--- config.mk ---
export PLATFORM = sky130hd
export DESIGN_NAME = dual_sio_regs
export DESIGN_NICKNAME = d
export VERILOG_FILES = /design/src/rtl/sio_pkg.sv /design/src/rtl/sio_ptr_fsm.sv /design/src/rtl/sio_chan.sv /design/src/rtl/dual_sio_regs.sv
export SDC_FILE = /design/constraint.sdc
export NUM_CORES = 1
export LEC_CHECK = 0
export BUFFER_PORTS_ARGS = -buffer_cell sky130_fd_sc_hd__buf_2
export CAP_MARGIN = 30
export CORE_AREA = 2 2 67 94
export CTS_CLUSTER_DIAMETER = 120
export DETAILED_ROUTE_END_ITERATION = 16
export DIE_AREA = 0 0 69 96
export PLACE_DENSITY = 0.91
export SKIP_LAST_GASP = 1
export SYNTH_ARGS = -nofsm -noshare
export SYNTH_HDL_FRONTEND = slang
export SYNTH_SLANG_ARGS = --single-unit
--- constraint.sdc ---
create_clock -name clk -period 4.5 [get_ports clk]
set_input_delay 0.675 -clock clk [delete_from_list [all_inputs] [get_ports clk]]
set_output_delay 0.675 -clock clk [all_outputs]
set_load 0.02 [all_outputs]
--- src/rtl/sio_pkg.sv ---
package sio_pkg;
    localparam int NCH         = 2;
    localparam int IE_REG      = 1;
    localparam int RXCFG_REG   = 3;
    localparam int TXCFG_REG   = 5;
    localparam int RXBUF_REG   = 8;
    localparam int RST_REG     = 9;
    localparam int EXTIE_REG   = 15;

    typedef enum logic [0:0] {
        PTR_HOME  = 1'b0,
        PTR_ARMED = 1'b1
    } ptr_state_e;
endpackage

--- src/rtl/sio_ptr_fsm.sv ---
module sio_ptr_fsm
    import sio_pkg::*;
#(
    parameter int PTR_W = 4
) (
    input  logic             clk,
    input  logic             rst_n,
    input  logic             clr,
    input  logic             ctl_wr,
    input  logic             ctl_rd,
    input  logic [PTR_W-1:0] wr_idx,
    output logic [PTR_W-1:0] ptr
);
    ptr_state_e       state_q, state_d;
    logic [PTR_W-1:0] idx_q, idx_d;

    // state register
    always_ff @(posedge clk or negedge rst_n) begin
        if (!rst_n) begin
            state_q <= PTR_HOME;
            idx_q   <= '0;
        end else if (clr) begin
            state_q <= PTR_HOME;
            idx_q   <= '0;
        end else begin
            state_q <= state_d;
            idx_q   <= idx_d;
        end
    end

    // next state
    always_comb begin
        state_d = state_q;
        idx_d   = idx_q;
        unique case (state_q)
            PTR_HOME: begin
                if (ctl_wr && (wr_idx != '0)) begin
                    state_d = PTR_ARMED;
                    idx_d   = wr_idx;
                end
            end
            PTR_ARMED: begin
                if (ctl_wr || ctl_rd) begin
                    state_d = PTR_HOME;
                    idx_d   = '0;
                end
            end
        endcase
    end

    // outputs
    always_comb begin
        ptr = (state_q == PTR_ARMED) ? idx_q : '0;
    end
endmodule

--- src/rtl/sio_chan.sv ---
module sio_chan
    import sio_pkg::*;
#(
    parameter int BYTE_W = 8,
    parameter int NREG   = 16,
    localparam int PTR_W = $clog2(NREG)
) (
    input  logic              clk,
    input  logic              rst_n,
    input  logic              chan_rst,
    input  logic              ctl_wr,
    input  logic              ctl_rd,
    input  logic              dat_wr,
    input  logic              dat_rd,
    input  logic [BYTE_W-1:0] wdata,
    input  logic              rx_valid,
    input  logic [BYTE_W-1:0] rx_data,
    input  logic              rx_break,
    input  logic              tx_done,
    output logic [BYTE_W-1:0] ctl_rdata,
    output logic [BYTE_W-1:0] dat_rdata,
    output logic              rst_cmd_vld,
    output logic [1:0]        rst_cmd,
    output logic              rx_ready,
    output logic              tx_strobe,
    output logic [BYTE_W-1:0] tx_data,
    output logic              irq
);
    logic [BYTE_W-1:0] wreg_q [NREG];
    logic [BYTE_W-1:0] rxbuf_q, txbuf_q, status;
    logic              char_q, txe_q, brk_q, rxp_q, txp_q, strobe_q;
    logic [PTR_W-1:0]  ptr;
    logic              accept, tx_go, stat_rd;
    logic [1:0]        rx_mode;
    logic              rx_src, tx_src, brk_src;

    sio_ptr_fsm #(.PTR_W(PTR_W)) u_ptr (
        .clk    (clk),
        .rst_n  (rst_n),
        .clr    (chan_rst),
        .ctl_wr (ctl_wr),
        .ctl_rd (ctl_rd),
        .wr_idx (wdata[PTR_W-1:0]),
        .ptr    (ptr)
    );

    assign rx_ready    = wreg_q[RXCFG_REG][0] & ~char_q;
    assign accept      = rx_valid & rx_ready;
    assign tx_go       = dat_wr & wreg_q[TXCFG_REG][3];
    assign stat_rd     = ctl_rd && (ptr == '0);
    assign rst_cmd_vld = ctl_wr && (ptr == PTR_W'(RST_REG));
    assign rst_cmd     = wdata[BYTE_W-1 -: 2];

    always_comb begin
        status           = '0;
        status[0]        = char_q;
        status[2]        = txe_q;
        status[BYTE_W-1] = brk_q;
    end

    always_comb begin
        ctl_rdata = '0;
        if (ptr == '0)
            ctl_rdata = status;
        else if (ptr == PTR_W'(RXBUF_REG))
            ctl_rdata = rxbuf_q;
    end

    assign dat_rdata = rxbuf_q;
    assign tx_strobe = strobe_q;
    assign tx_data   = txbuf_q;

    always_ff @(posedge clk or negedge rst_n) begin
        if (!rst_n) begin
            for (int i = 0; i < NREG; i++) wreg_q[i] <= '0;
            rxbuf_q  <= '0;
            txbuf_q  <= '0;
            char_q   <= 1'b0;
            txe_q    <= 1'b1;
            brk_q    <= 1'b0;
            rxp_q    <= 1'b0;
            txp_q    <= 1'b0;
            strobe_q <= 1'b0;
        end else if (chan_rst) begin
            for (int i = 0; i < NREG; i++) wreg_q[i] <= '0;
            rxbuf_q  <= '0;
            char_q   <= 1'b0;
            txe_q    <= 1'b1;
            brk_q    <= 1'b0;
            rxp_q    <= 1'b0;
            txp_q    <= 1'b0;
            strobe_q <= 1'b0;
        end else begin
            if (ctl_wr) wreg_q[ptr] <= wdata;

            if (accept) begin
                rxbuf_q <= rx_data;
                char_q  <= 1'b1;
                rxp_q   <= 1'b1;
            end else if (dat_rd) begin
                char_q  <= 1'b0;
                rxp_q   <= 1'b0;
            end

            if (tx_go) begin
                txp_q <= 1'b0;
                txe_q <= 1'b0;
            end else if (tx_done) begin
                txp_q <= 1'b1;
                txe_q <= 1'b1;
            end

            if (rx_break)     brk_q <= 1'b1;
            else if (stat_rd) brk_q <= 1'b0;

            strobe_q <= tx_go;
            if (tx_go) txbuf_q <= wdata;
        end
    end

    assign rx_mode = wreg_q[IE_REG][4:3];
    assign rx_src  = ((rx_mode == 2'b01) || (rx_mode == 2'b10)) && rxp_q;
    assign tx_src  = wreg_q[IE_REG][1] & txp_q;
    assign brk_src = wreg_q[EXTIE_REG][BYTE_W-1] & brk_q;
    assign irq     = wreg_q[IE_REG][0] & (rx_src | tx_src | brk_src);
endmodule

--- src/rtl/dual_sio_regs.sv ---
module dual_sio_regs
    import sio_pkg::*;
#(
    parameter int BYTE_W = 8,
    parameter int NREG   = 16,
    localparam int LANES = NCH * BYTE_W
) (
    input  logic             clk,
    input  logic             rst_n,
    input  logic [2:0]       bus_addr,
    input  logic             bus_wr,
    input  logic             bus_rd,
    input  logic [BYTE_W-1:0] bus_wdata,
    output logic [BYTE_W-1:0] bus_rdata,
    input  logic [NCH-1:0]   rx_valid,
    input  logic [LANES-1:0] rx_data,
    output logic [NCH-1:0]   rx_ready,
    input  logic [NCH-1:0]   rx_break,
    input  logic [NCH-1:0]   tx_done,
    output logic [NCH-1:0]   tx_strobe,
    output logic [LANES-1:0] tx_data,
    output logic             irq
);
    logic              ch_sel, is_dat, rd_ok, unused_addr_bit;
    logic [NCH-1:0]    cmd_vld, chan_rst, irq_v;
    logic [1:0]        cmd    [NCH];
    logic [BYTE_W-1:0] ctl_rv [NCH];
    logic [BYTE_W-1:0] dat_rv [NCH];

    assign ch_sel          = bus_addr[2];
    assign is_dat          = bus_addr[1];
    assign unused_addr_bit = bus_addr[0];
    assign rd_ok           = bus_rd & ~bus_wr;

    for (genvar g = 0; g < NCH; g++) begin : g_chan
        logic sel;
        assign sel = (ch_sel == 1'(g));
        sio_chan #(.BYTE_W(BYTE_W), .NREG(NREG)) u_chan (
            .clk         (clk),
            .rst_n       (rst_n),
            .chan_rst    (chan_rst[g]),
            .ctl_wr      (bus_wr & sel & ~is_dat),
            .ctl_rd      (rd_ok & sel & ~is_dat),
            .dat_wr      (bus_wr & sel & is_dat),
            .dat_rd      (rd_ok & sel & is_dat),
            .wdata       (bus_wdata),
            .rx_valid    (rx_valid[g]),
            .rx_data     (rx_data[g*BYTE_W +: BYTE_W]),
            .rx_break    (rx_break[g]),
            .tx_done     (tx_done[g]),
            .ctl_rdata   (ctl_rv[g]),
            .dat_rdata   (dat_rv[g]),
            .rst_cmd_vld (cmd_vld[g]),
            .rst_cmd     (cmd[g]),
            .rx_ready    (rx_ready[g]),
            .tx_strobe   (tx_strobe[g]),
            .tx_data     (tx_data[g*BYTE_W +: BYTE_W]),
            .irq         (irq_v[g])
        );
    end

    // command bit 1 hits the first channel, bit 0 the second
    always_comb begin
        chan_rst = '0;
        for (int c = 0; c < NCH; c++) begin
            if (cmd_vld[c]) begin
                if (cmd[c][1]) chan_rst[0] = 1'b1;
                if (cmd[c][0]) chan_rst[1] = 1'b1;
            end
        end
    end

    assign bus_rdata = is_dat ? dat_rv[ch_sel] : ctl_rv[ch_sel];
    assign irq       = |irq_v;
endmodule

==> out/qor.yml, run 1 <==
global_route:
  grt_usage_pct: 25.08
  grt_max_degree: 43
  grt_pass1_vias: 2728
  grt_pass1_wl_um: 12820
  antenna_found_initial: 0
  overflow: 0
clock_network:
  cts_resized: 0
  ctsHoldBuffers: 0
  h-tree-depth: 3
  clk_path_buf_depth: 2
  clk_pin_slew_ns: 0.07
  cts-buffers-inserted: 9
  numClockSinks: 66
  cts_tree: "done"
  worstSkewPairLatency_ns: 0.35
  post_cts_buffers: 0
  cts.root.buffer_cell: "clkbuf_8"
pwr:
  switchingPower_uw: 826.5
  vdd.ir_drop.worst_uv: 329.0
  seq_power_share_pct: 45.3
  p_int_uw: 1381
  total_power_uw: 2207
  power_frac_clock_pct: 24.5
  power_density_nw_per_um2: 582.0
  power_frac_comb_pct: 30.1
  p_sw_share_pct: 37.45
  leakagePower_uw: 0.001793
sta:
  fin_ws_ns: 1.792
  min_period_ns: 2.708
  maxSlewViolCount: 0
  hold_violations: 0
  whs_ns: 0.3153
  tightest_slew_ns: 0.7736
  relSlewSlack_pct: 47.95
  setup_viol: 0
  skew_ns: 0.006976
  max_freq_ghz: 0.3693
  tns_ns: 0
  rsz0062_at_grt: "false"
  min_period_over_period_pct: 60.18
synthesis:
  synth_edf_count: 0
  postSynth.asyncResetShare_pct: 100.0
  synth_nets: 388
  syn_inst: 351
  synth.distinct_cells: 52
  yosysSeqAreaShare_pct: 50.15
  syn_avg_cell_area_um2: 9.396
  synth_seq_cells: 66
  ys.flop_type: "dfrtp_1"
  syn_area_um2: 3298
  yosysWarnings: 0
floorplanning:
  initial_core_util_pct: 57.06
  fp.dieH_um: 96
  coreArea_um2: 5781
  fp-row-count: 33
  io_pins: 66
  die-width_um: 69
  die_area_um2: 6624
worst_setup_path:
  critPathLaunchType: "flop"
  path_max_fanout: 8
  worstPathRequired_ns: 3.83
  criticalPathCategory: "flop to primary output"
  arrival_ns: 2.03
  crit_path_end_kind: "primary output"
place:
  port-buffer-count: 64
  dp_hpwl_um: 5498
  place.gp.congestion: 0.9531
  place_ws_ns: 1.875
  placed_area_um2: 3575
route:
  wl_per_cell_um: 16.32
  num_vias: 2850
  ant_nets: 0
  wirelength_um: 7752
  drc: 0
  drt-vias-per-instance: 6.000
  drtPass1Iterations: 5
  drt_iter0_drc: 258
job:
  drv_cap: 0
finish:
  fin_area_um2: 3792
  diodes: 0
  drive_gt1_share_pct: 24.20
  syn_to_final_growth_pct: 14.98
  final_nets: 437
  fillers: 479
  final_cell_mix: "nand2_1 (64), dfrtp_1 (64), buf_2 (64)"
hold_path:
  hold_path.class: "input port to asynchronous set/reset pin"
run_status:
  status: "completed"
layout make-up:
class	instances	area, um2	area share [%]
Sequential cell	66	1654	43.62
Multi-Input combinational cell	246	1460	38.50
Timing Repair Buffer	65	327.8	8.644
Clock buffer	9	123.9	3.266
Clock inverter	7	93.84	2.474
Tap cell	70	87.58	2.309
Inverter	12	45.04	1.188
power by group through the flow:
stage / combinational [uW] / sequential (uW) / clock (uW)
after floorplan: 451 / 998 / 0
after detailed placement: 665 / 1010 / 0
after global routing: 740 / 1030 / 579
after CTS: 670 / 998 / 552
after global placement: 640 / 990 / 0
final: 665 / 1000 / 542
worst max-delay path: stages, from the launching register on:
cell and delay (ns):
dfrtp_1 0.48, o41ai_1 0.44, and2_1 0.23, a22oi_1 0.13, o221ai_1 0.20, buf_2 0.21
cells in the mapped netlist (2+ instances only):
master	n	area (um2)
nand2_1	64	240.2
mux2_2	6	67.56
o41ai_1	2	17.52
nor3b_1	2	15.01
buf_4	7	52.55
and2_1	2	12.51
nor3b_2	2	25.02
o21ai_1	2	10.01
mux2i_1	12	120.1
nor2b_1	3	18.77
a21oi_1	27	135.1
nand4_1	3	18.77
a211oi_1	4	30.03
a221oi_1	8	70.07
xor2_1	2	17.52
o221ai_1	3	26.28
clkbuf_1	13	48.80
nor4_1	4	25.02
a22oi_1	3	22.52
nor3_1	7	35.03
dfstp_2	2	52.55
nor2_1	21	78.83
nand3_1	24	120.1
o21ai_0	14	70.07
nand2b_1	2	12.51
o31ai_1	5	37.54
o31a_1	3	26.28
a222oi_1	2	20.02
buf_1	3	11.26
inv_1	11	41.29
nand3b_1	2	15.01
dfrtp_1	64	1602
buf_2	3	15.01
worst paths after layout:
| kind | start | to | slack, ns | cells after the start |
|---|---|---|---|---|
| max | g_chan[0].u_chan.u_ptr.idx_q[1]$_DFFE_PN0P_ | bus_rdata[2] | 1.79 | 5 |
| min reg2reg | g_chan[1].u_chan.tx_data[2]$_DFFE_PN0P_ | g_chan[1].u_chan.tx_data[2]$_DFFE_PN0P_ | 0.48 | 2 |
| max reg2reg | g_chan[1].u_chan.u_ptr.idx_q[1]$_DFFE_PN0P_ | g_chan[1].u_chan.rx_mode[1]$_DFFE_PN0P_ | 2.42 | 4 |
| min in group clk | g_chan[1].u_chan.tx_data[2]$_DFFE_PN0P_ | g_chan[1].u_chan.tx_data[2]$_DFFE_PN0P_ | 0.48 | 2 |
| min | rst_n | g_chan[0].u_chan.dat_rdata[4]$_DFFE_PN0P_ | 0.32 | 1 |
| max in group asynchronous | rst_n | g_chan[1].u_chan.txe_q$_DFFE_PN1P_ | 3.24 | 2 |
sequential cells by signal, summed over array words and instances (netlist names):
signal                       flops
g_chan.u_chan.char_q             2
g_chan.u_chan.u_ptr.state_q      2
g_chan.u_chan.wreg_q            10
g_chan.u_chan.u_ptr.idx_q        8
g_chan.u_chan.tx_strobe          2
g_chan.u_chan.tx_data           16
g_chan.u_chan.dat_rdata         16
g_chan.u_chan.brk_q              2
g_chan.u_chan.txe_q              2
g_chan.u_chan.txp_q              2
g_chan.u_chan.rx_mode            4
logic make-up after synthesis:
group                  synth area share [%]
AND/OR/NAND/NOR                       21.97
buffers and inverters                 5.576
XOR/XNOR                             0.5312
AO/OA/AOI/OAI                         16.09
multiplexers                          5.690
flip-flops                            50.15
routing by layer:
metal / global-route usage [%] / share of wire (%) / vias to the layer above
met3: 7.644 / 7.2 / 20
met1: 30.09 / 40 / 1370
li1: - / - / 1339
met5: 0 / 0 / -
met2: 41.83 / 50 / 121
met4: 11.44 / 2.8 / 0
stage by stage:
stage / util, % / std cells
3_3_place_gp: 61.84 / 459
4_1_cts: 65.61 / 475
6_report: 65.61 / 475
5_1_grt: 65.61 / 475
2_1_floorplan: - / 351
3_5_place_dp: 61.84 / 459
No activity file was read; power rests on OpenSTA's default activity.
==> inputs of run 2 (changes only) <==
--- a/config.mk
+++ b/config.mk
@@ -5,13 +5,14 @@
 export SDC_FILE = /design/constraint.sdc
 export NUM_CORES = 1
 export LEC_CHECK = 0
+export ABC_AREA = 1
 export BUFFER_PORTS_ARGS = -buffer_cell sky130_fd_sc_hd__buf_2
 export CAP_MARGIN = 30
-export CORE_AREA = 2 2 67 94
+export CORE_AREA = 2 2 69 97
 export CTS_CLUSTER_DIAMETER = 120
 export DETAILED_ROUTE_END_ITERATION = 16
-export DIE_AREA = 0 0 69 96
-export PLACE_DENSITY = 0.91
+export DIE_AREA = 0 0 71 99
+export PLACE_DENSITY = 0.87
 export SKIP_LAST_GASP = 1
 export SYNTH_ARGS = -nofsm -noshare
 export SYNTH_HDL_FRONTEND = slang
==> constraint.sdc (replaced) <==
create_clock -name clk -period 2.7 [get_ports clk]
set_input_delay 0.405 -clock clk [delete_from_list [all_inputs] [get_ports clk]]
set_output_delay 0.405 -clock clk [all_outputs]
set_load 0.02 [all_outputs]
==> run 2 against run 1 <==
Against the previous run: sequential cell count is the same; non-clock buffer count is the same; first-iteration DRC count shrank 51%; sequential power grew 38%; final area grew 0.69%; via count grew 7.5%; clock-buffer cell count grew 5; register-to-register slack lost 1.4 ns; power grew 32%; worst setup slack lost 1.3 ns; highest routed layer unchanged; routed wire length grew 0.32%; die area grew 6.1%.
==> out/qor.yml, run 2 <==
run_status:
  status: "completed"
clock_network:
  cts-buffers-inserted: 9  # unchanged
  ctsHoldBuffers: 0  # unchanged
  post_cts_buffers: 0  # unchanged
  cts_tree: "done"
  clk_path_buf_depth: 2  # unchanged
  clk_pin_slew_ns: 0.07  # about the same
  cts_resized: 0  # unchanged
  h-tree-depth: 3  # unchanged
  numClockSinks: 66  # unchanged
  cts.root.buffer_cell: "clkbuf_8"
  worstSkewPairLatency_ns: 0.35  # about the same
floorplanning:
  fp.dieH_um: 99  # +3.1%
  io_pins: 66  # unchanged
  die_area_um2: 7029  # +6.1%
  initial_core_util_pct: 53.81  # -3.2 points
  coreArea_um2: 6168  # +6.7%
  die-width_um: 71  # +2.9%
  fp-row-count: 34  # +3.0%
place:
  placed_area_um2: 3636  # +1.7%
  dp_hpwl_um: 5783  # +5.2%
  dp.cells: 558  # +22%
  place.gp.congestion: 0.9038  # -5.2%
  port-buffer-count: 64  # unchanged
synthesis:
  ys.flop_type: "dfrtp_1"
  synth.area.top_cells: "dfrtp_1 (48%), nand2_1 (16%), nand3_1 (7.2%)"
  yosysWarnings: 0  # unchanged
  yosysMostFrequentCell: "nand2_1"
  yosys.area.top_type: "dfrtp_1"
  synth_nets: 475  # +22%
  postSynth.asyncResetShare_pct: 100.0  # unchanged
  synth_seq_cells: 66  # unchanged
  synth_top_area_share_pct: 48.25  # -0.31 points
  syn_inst: 438  # +25%
  yosysSeqAreaShare_pct: 49.83  # -0.32 points
  syn_avg_cell_area_um2: 7.579  # -19%
  synth.distinct_cells: 26  # -50%
  yosys-top-cells-count: "nand2_1 (141), dfrtp_1 (64), nand3_1 (48)"
  synth_edf_count: 0  # unchanged
  syn_area_um2: 3319  # +0.64%
route:
  ant_nets: 0  # unchanged
  drc: 0  # unchanged
  drt-vias-per-instance: 5.336  # -11%
  num_vias: 3063  # +7.5%
  wirelength_um: 7777  # +0.32%
  drtPass1Iterations: 5  # unchanged
  drt_iter0_drc: 127  # -51%
  wl_per_cell_um: 13.55  # -17%
worst_setup_path:
  worstPathRequired_ns: 2.30  # -1.53 ns
  criticalPathCategory: "flop to primary output"
  critPathSlowestCell: "dfrtp_1"
  crit_chain: "nand2_2 -> nor2_1 -> nand2_1 -> o21ai_0 -> nor2_1 -> a21oi_1 -> buf_2"
  slowest_delay_ns: 0.50  # +0.02 ns
  crit_path_end_kind: "primary output"
  path_common_cell: "nor2_1"
  arrival_ns: 1.83  # -0.20 ns
  critPathLaunchType: "flop"
  path_max_fanout: 9  # +1
pwr:
  power_frac_clock_pct: 26.3  # +1.8 points
  p_sw_share_pct: 34.67  # -2.8 points
  vdd.ir_drop.worst_uv: 445.3  # +35%
  power_density_nw_per_um2: 760.8  # +31%
  seq_power_share_pct: 47.5  # +2.2 points
  p_int_uw: 1898  # +37%
  switchingPower_uw: 1007  # +22%
  leakagePower_uw: 0.002066  # +15%
  power_frac_comb_pct: 26.2  # -3.9 points
hold_path:
  hold_path.class: "input port to asynchronous set/reset pin"
finish:
  fillers: 565  # +18%
  final_nets: 534  # +22%
  syn_to_final_growth_pct: 15.04  # about the same
  drive_gt1_share_pct: 18.73  # -5.5 points
  final_common_cell: "nand2_1"
  final_cell_mix: "nand2_1 (141), dfrtp_1 (64), buf_2 (64)"
  diodes: 0  # unchanged
  fin_area_um2: 3819  # +0.69%
  final_cells: 574  # +21%
sta:
  skew_ns: 0.007315  # +0.0003389 ns
  hold_violations: 0  # unchanged
  max_freq_ghz: 0.4472
  min_period_ns: 2.236
  min_period_over_period_pct: 82.82
  tns_ns: 0  # unchanged
  rsz0062_at_grt: "false"
  relSlewSlack_pct: 50.71  # +2.8 points
  tightest_slew_ns: 0.7393  # -0.03423 ns
  setup_viol: 0  # unchanged
  maxSlewViolCount: 0  # unchanged
global_route:
  grt_pass1_vias: 2983  # +9.3%
  grt_usage_pct: 24.54  # -0.54 points
  grt_max_degree: 36  # -16%
  overflow: 0  # unchanged
  grt_pass1_wl_um: 13480  # +5.1%
  antenna_found_initial: 0  # unchanged
job:
  drv_cap: 0  # unchanged
-- run 2: kinds of logic after synthesis --
| group | count (synthesis) | share of synthesized area [%] |
|---|---|---|
| compound gates | 72 | 11.27 |
| simple gates | 241 | 30.72 |
| buf+inv | 59 | 8.179 |
| flops | 66 | 49.83 |
-- run 2: final timing paths --
| kind | cells past startpoint | end | slack (ns) | start |
|---|---|---|---|---|
| worst max register to register | 7 | g_chan[0].u_chan.dat_rdata[7]$_DFFE_PN0P_ | 1.06 | g_chan[1].u_chan.u_ptr.state_q$_DFF_PN0_ |
| worst min-delay path | 1 | g_chan[0].u_chan.u_ptr.idx_q[0]$_DFFE_PN0P_ | 0.12 | rst_n |
| worst max-delay path | 7 | bus_rdata[1] | 0.46 | g_chan[1].u_chan.u_ptr.state_q$_DFF_PN0_ |
| worst min register to register | 2 | g_chan[0].u_chan.tx_data[7]$_DFFE_PN0P_ | 0.49 | g_chan[0].u_chan.tx_data[7]$_DFFE_PN0P_ |
| min in group clk | 3 | g_chan[0].u_chan.brk_q$_DFFE_PN0P_ | 0.27 | rx_break[0] |
| max in group asynchronous | 2 | g_chan[1].u_chan.txe_q$_DFFE_PN1P_ | 1.89 | rst_n |
-- run 2: routing by layer --
metal | part of all wire [%] | global-route usage (%) | wire length (um)
met3 | 5.6 | 6.033 | 433
met5 | 0 | 0 | 0
met4 | 2.4 | 10.60 | 189
met2 | 48 | 40.47 | 3768
met1 | 44 | 30.52 | 3385
-- run 2: final cells by class --
class,instances,area [um2],share of cell area [%]
clock buffers,14,172.7,4.522
clock inverters,2,10.01,0.2621
flip-flops and latches,66,1654,43.32
well taps,72,90.09,2.359
repair buffers,65,340.3,8.912
inverters,42,157.7,4.128
multi-input cells,313,1394,36.50
-- run 2: metrics by stage --
stage	setup slack, ns	hold WS (ns)	power (uW)	util, %
2_1_floorplan	0.9903	0.1094	1920	-
3_3_place_gp	0.7866	0.4584	2122	58.95
3_5_place_dp	0.7317	0.4742	2161	58.95
4_1_cts	0.4693	0.1244	2929	61.91
5_1_grt	0.2527	0.1732	3113	61.91
6_report	0.4640	0.1155	2905	61.91
-- run 2: power groups by stage --
| stage | logic, uW | clock network (uW) | registers, uW |
|---|---|---|---|
| 3_5_place_dp | 765 | 0 | 1400 |
| 5_1_grt | 880 | 822 | 1410 |
| 4_1_cts | 768 | 781 | 1380 |
| 3_3_place_gp | 739 | 0 | 1380 |
| 6_report | 761 | 763 | 1380 |
| 2_1_floorplan | 565 | 0 | 1350 |
-- run 2: critical path, delay by kind of cell, from the launching register on --
family	cells	cell delay (ns)
flops	1	0.50
compound gates	2	0.29
simple gates	4	0.51
buf+inv	1	0.18
==> inputs of run 3 (changes only) <==
--- a/config.mk
+++ b/config.mk
@@ -8,11 +8,11 @@
 export ABC_AREA = 1
 export BUFFER_PORTS_ARGS = -buffer_cell sky130_fd_sc_hd__buf_2
 export CAP_MARGIN = 30
-export CORE_AREA = 2 2 69 97
+export CORE_AREA = 2 2 72 102
 export CTS_CLUSTER_DIAMETER = 120
 export DETAILED_ROUTE_END_ITERATION = 16
-export DIE_AREA = 0 0 71 99
-export PLACE_DENSITY = 0.87
+export DIE_AREA = 0 0 74 104
+export PLACE_DENSITY = 0.84
 export SKIP_LAST_GASP = 1
 export SYNTH_ARGS = -nofsm -noshare
 export SYNTH_HDL_FRONTEND = slang
==> constraint.sdc (replaced) <==
create_clock -name clk -period 1.8 [get_ports clk]
set_input_delay 0.27 -clock clk [delete_from_list [all_inputs] [get_ports clk]]
set_output_delay 0.27 -clock clk [all_outputs]
set_load 0.02 [all_outputs]
==> run 3 against run 2 <==
Against the previous run: largest cell class unchanged; final cell count up 7.3%; combinational power up 98%; the flow now finishes with violations (setup timing); sequential share of layout area down 3.8 points; critical path type unchanged; critical path depth up 2; routed wire length up 15%.
==> out/qor.yml, run 3 (synthesized netlist as in run 2, its figures left out) <==
run_status:
  status: "finished, violations left"
  violations: "setup timing"
floorplanning:
  io_pins: 66  # unchanged
  initial_core_util_pct: 48.80  # -5.0 points
  fp.dieH_um: 104  # +5.1%
  die-width_um: 74  # +4.2%
  coreArea_um2: 6802  # +10%
  fp-row-count: 36  # +5.9%
  die_area_um2: 7696  # +9.5%
finish:
  diodes: 0  # unchanged
  final_nets: 553  # +3.6%
  fin_area_um2: 4195  # +9.9%
  regArea_um2: 1657  # +0.15%
  multi_input_area_um2: 1540  # +11%
  syn_to_final_growth_pct: 26.39
  final_common_cell: "nand2_1"
  final_cell_mix: "nand2_1 (130), dfrtp_1 (62), buf_2 (56)"
  fillers: 580  # +2.7%
  drive_gt1_share_pct: 28.21  # +9.5 points
worst_setup_path:
  critPathSlowestCell: "dfrtp_2"
  crit_chain: "nand2_4 -> nor2_2 -> nand2_2 -> nand2_2 -> nand2_1 -> nand3_2 -> nand2_1 -> inv_1 -> buf_6"
  critPathLaunchType: "flop"
  path_buf_inv: 2  # +1
  slowest_delay_ns: 0.45  # -0.05 ns
  worstPathRequired_ns: 1.53  # -0.77 ns
  criticalPathCategory: "flop to primary output"
  path_max_fanout: 5  # -4
  crit_path_end_kind: "primary output"
  crit_family: "simple AND/OR/NAND/NOR gates"
  arrival_ns: 1.64  # -0.19 ns
  ff2ff_setup_slack_ns: 0.10  # -0.96 ns
route:
  drt_iter0_drc: 191  # +50%
  ant_nets: 0  # unchanged
  wl_per_cell_um: 14.56  # +7.4%
  drt-vias-per-instance: 5.224  # -2.1%
  drtPass1Iterations: 6  # +1
  wirelength_um: 8967  # +15%
  drc: 0  # unchanged
  num_vias: 3218  # +5.1%
place:
  place.gp.congestion: 0.9086  # +0.53%
  port-buffer-count: 64  # unchanged
  placed_area_um2: 3695  # +1.6%
  dp_hpwl_um: 5861  # +1.3%
sta:
  tightest_slew_ns: 0.4450  # -0.2943 ns
  fin_ws_ns: -0.1114  # -0.5754 ns
  maxSlewViolCount: 0  # unchanged
  relSlewSlack_pct: 70.26  # +20 points
  rsz0062_at_grt: "true"
  max_freq_ghz: 0.5232
  tns_ns: -0.6154  # -0.6154 ns
  hold_violations: 0  # unchanged
  min_period_ns: 1.911
  skew_ns: 0.007074  # -0.0002402 ns
  setup_viol: 8  # +8
  min_period_over_period_pct: 106.2
global_route:
  grt_usage_pct: 24.03  # -0.51 points
  grt_max_degree: 67  # +86%
  grt_pass1_vias: 3164  # +6.1%
  grt_pass1_wl_um: 14250  # +5.7%
  overflow: 0  # unchanged
  antenna_found_initial: 0  # unchanged
pwr:
  power_density_nw_per_um2: 1154  # +52%
  vdd.ir_drop.worst_uv: 683.1  # +53%
  leakagePower_uw: 0.002222  # +7.5%
clock_network:
  cts_tree: "done"
  h-tree-depth: 3  # unchanged
  cts-buffers-inserted: 9  # unchanged
  clk_pin_slew_ns: 0.07  # about the same
  worstSkewPairLatency_ns: 0.34  # about the same
  cts.root.buffer_cell: "clkbuf_8"
  numClockSinks: 66  # unchanged
  clk_path_buf_depth: 2  # unchanged
job:
  drv_cap: 0  # unchanged
hold_path:
  hold_path.class: "input port to flop"
## run 3: cell type report
cell class,count,area share [%]
Clock buffer,11,3.370
Clock inverter,5,1.282
Inverter,42,3.817
Multi-Input combinational cell,313,36.71
Sequential cell,66,39.49
Tap cell,95,2.833
Timing Repair Buffer,84,12.50
## run 3: report_power, final
group          leakage [uW]  total (uW)  switching, uW  internal, uW
clock network      0.000103        1230            561           673
logic               0.00128        1510            895           620
registers          0.000838        2090            277          1820
## run 3: path summary, 6_finish.rpt
| path | start | end | depth (start not counted) |
|---|---|---|---|
| setup / recovery | g_chan[0].u_chan.u_ptr.state_q$_DFF_PN0_ | bus_rdata[2] | 9 |
| hold / removal | rx_data[11] | g_chan[1].u_chan.dat_rdata[3]$_DFFE_PN0P_ | 3 |
| setup reg to reg | g_chan[1].u_chan.u_ptr.state_q$_DFF_PN0_ | g_chan[0].u_chan.dat_rdata[7]$_DFFE_PN0P_ | 10 |
| hold reg to reg | g_chan[0].u_chan.tx_data[5]$_DFFE_PN0P_ | g_chan[0].u_chan.tx_data[5]$_DFFE_PN0P_ | 2 |
| max in group asynchronous | rst_n | g_chan[1].u_chan.txe_q$_DFFE_PN1P_ | 3 |
| min in group asynchronous | rst_n | g_chan[0].u_chan.dat_rdata[3]$_DFFE_PN0P_ | 3 |
## run 3: worst min-delay path, cell delays in order
cell and delay (ns):
buf_2 0.09, nand3_1 0.07, a21oi_1 0.06
## run 3: stage by stage
step	total power [uW]	setup WS (ns)	cells	hold slack, ns	utilization, %
2_1_floorplan	2879	0.2253	438	-0.02559	-
3_3_place_gp	3200	0.1639	585	0.3122	54.32
3_5_place_dp	3257	0.1090	585	0.3146	54.32
4_1_cts	4697	-0.05635	614	0.1493	60.17
5_1_grt	5131	-0.1746	616	0.1771	61.68
6_report	4842	-0.1114	616	0.1882	61.68
## run 3: timing repair
action / in CTS / in global routing
pin swaps: 11 / 10
hold buffers: 1 / 0
endpoints found under the setup margin: 10 / 23
resized for setup: 36 / 27
endpoints found under the hold margin: 64 / 0
setup buffers: 12 / 2
## run 3: layer usage
layer / global-route usage [%] / wire length (um) / vias to the layer above
met1: 29.30 / 3540 / 1516
met2: 39.86 / 4563 / 118
li1: - / - / 1559
met5: 0 / 0 / -
met4: 12.47 / 324 / 0
met3: 3.682 / 538 / 25
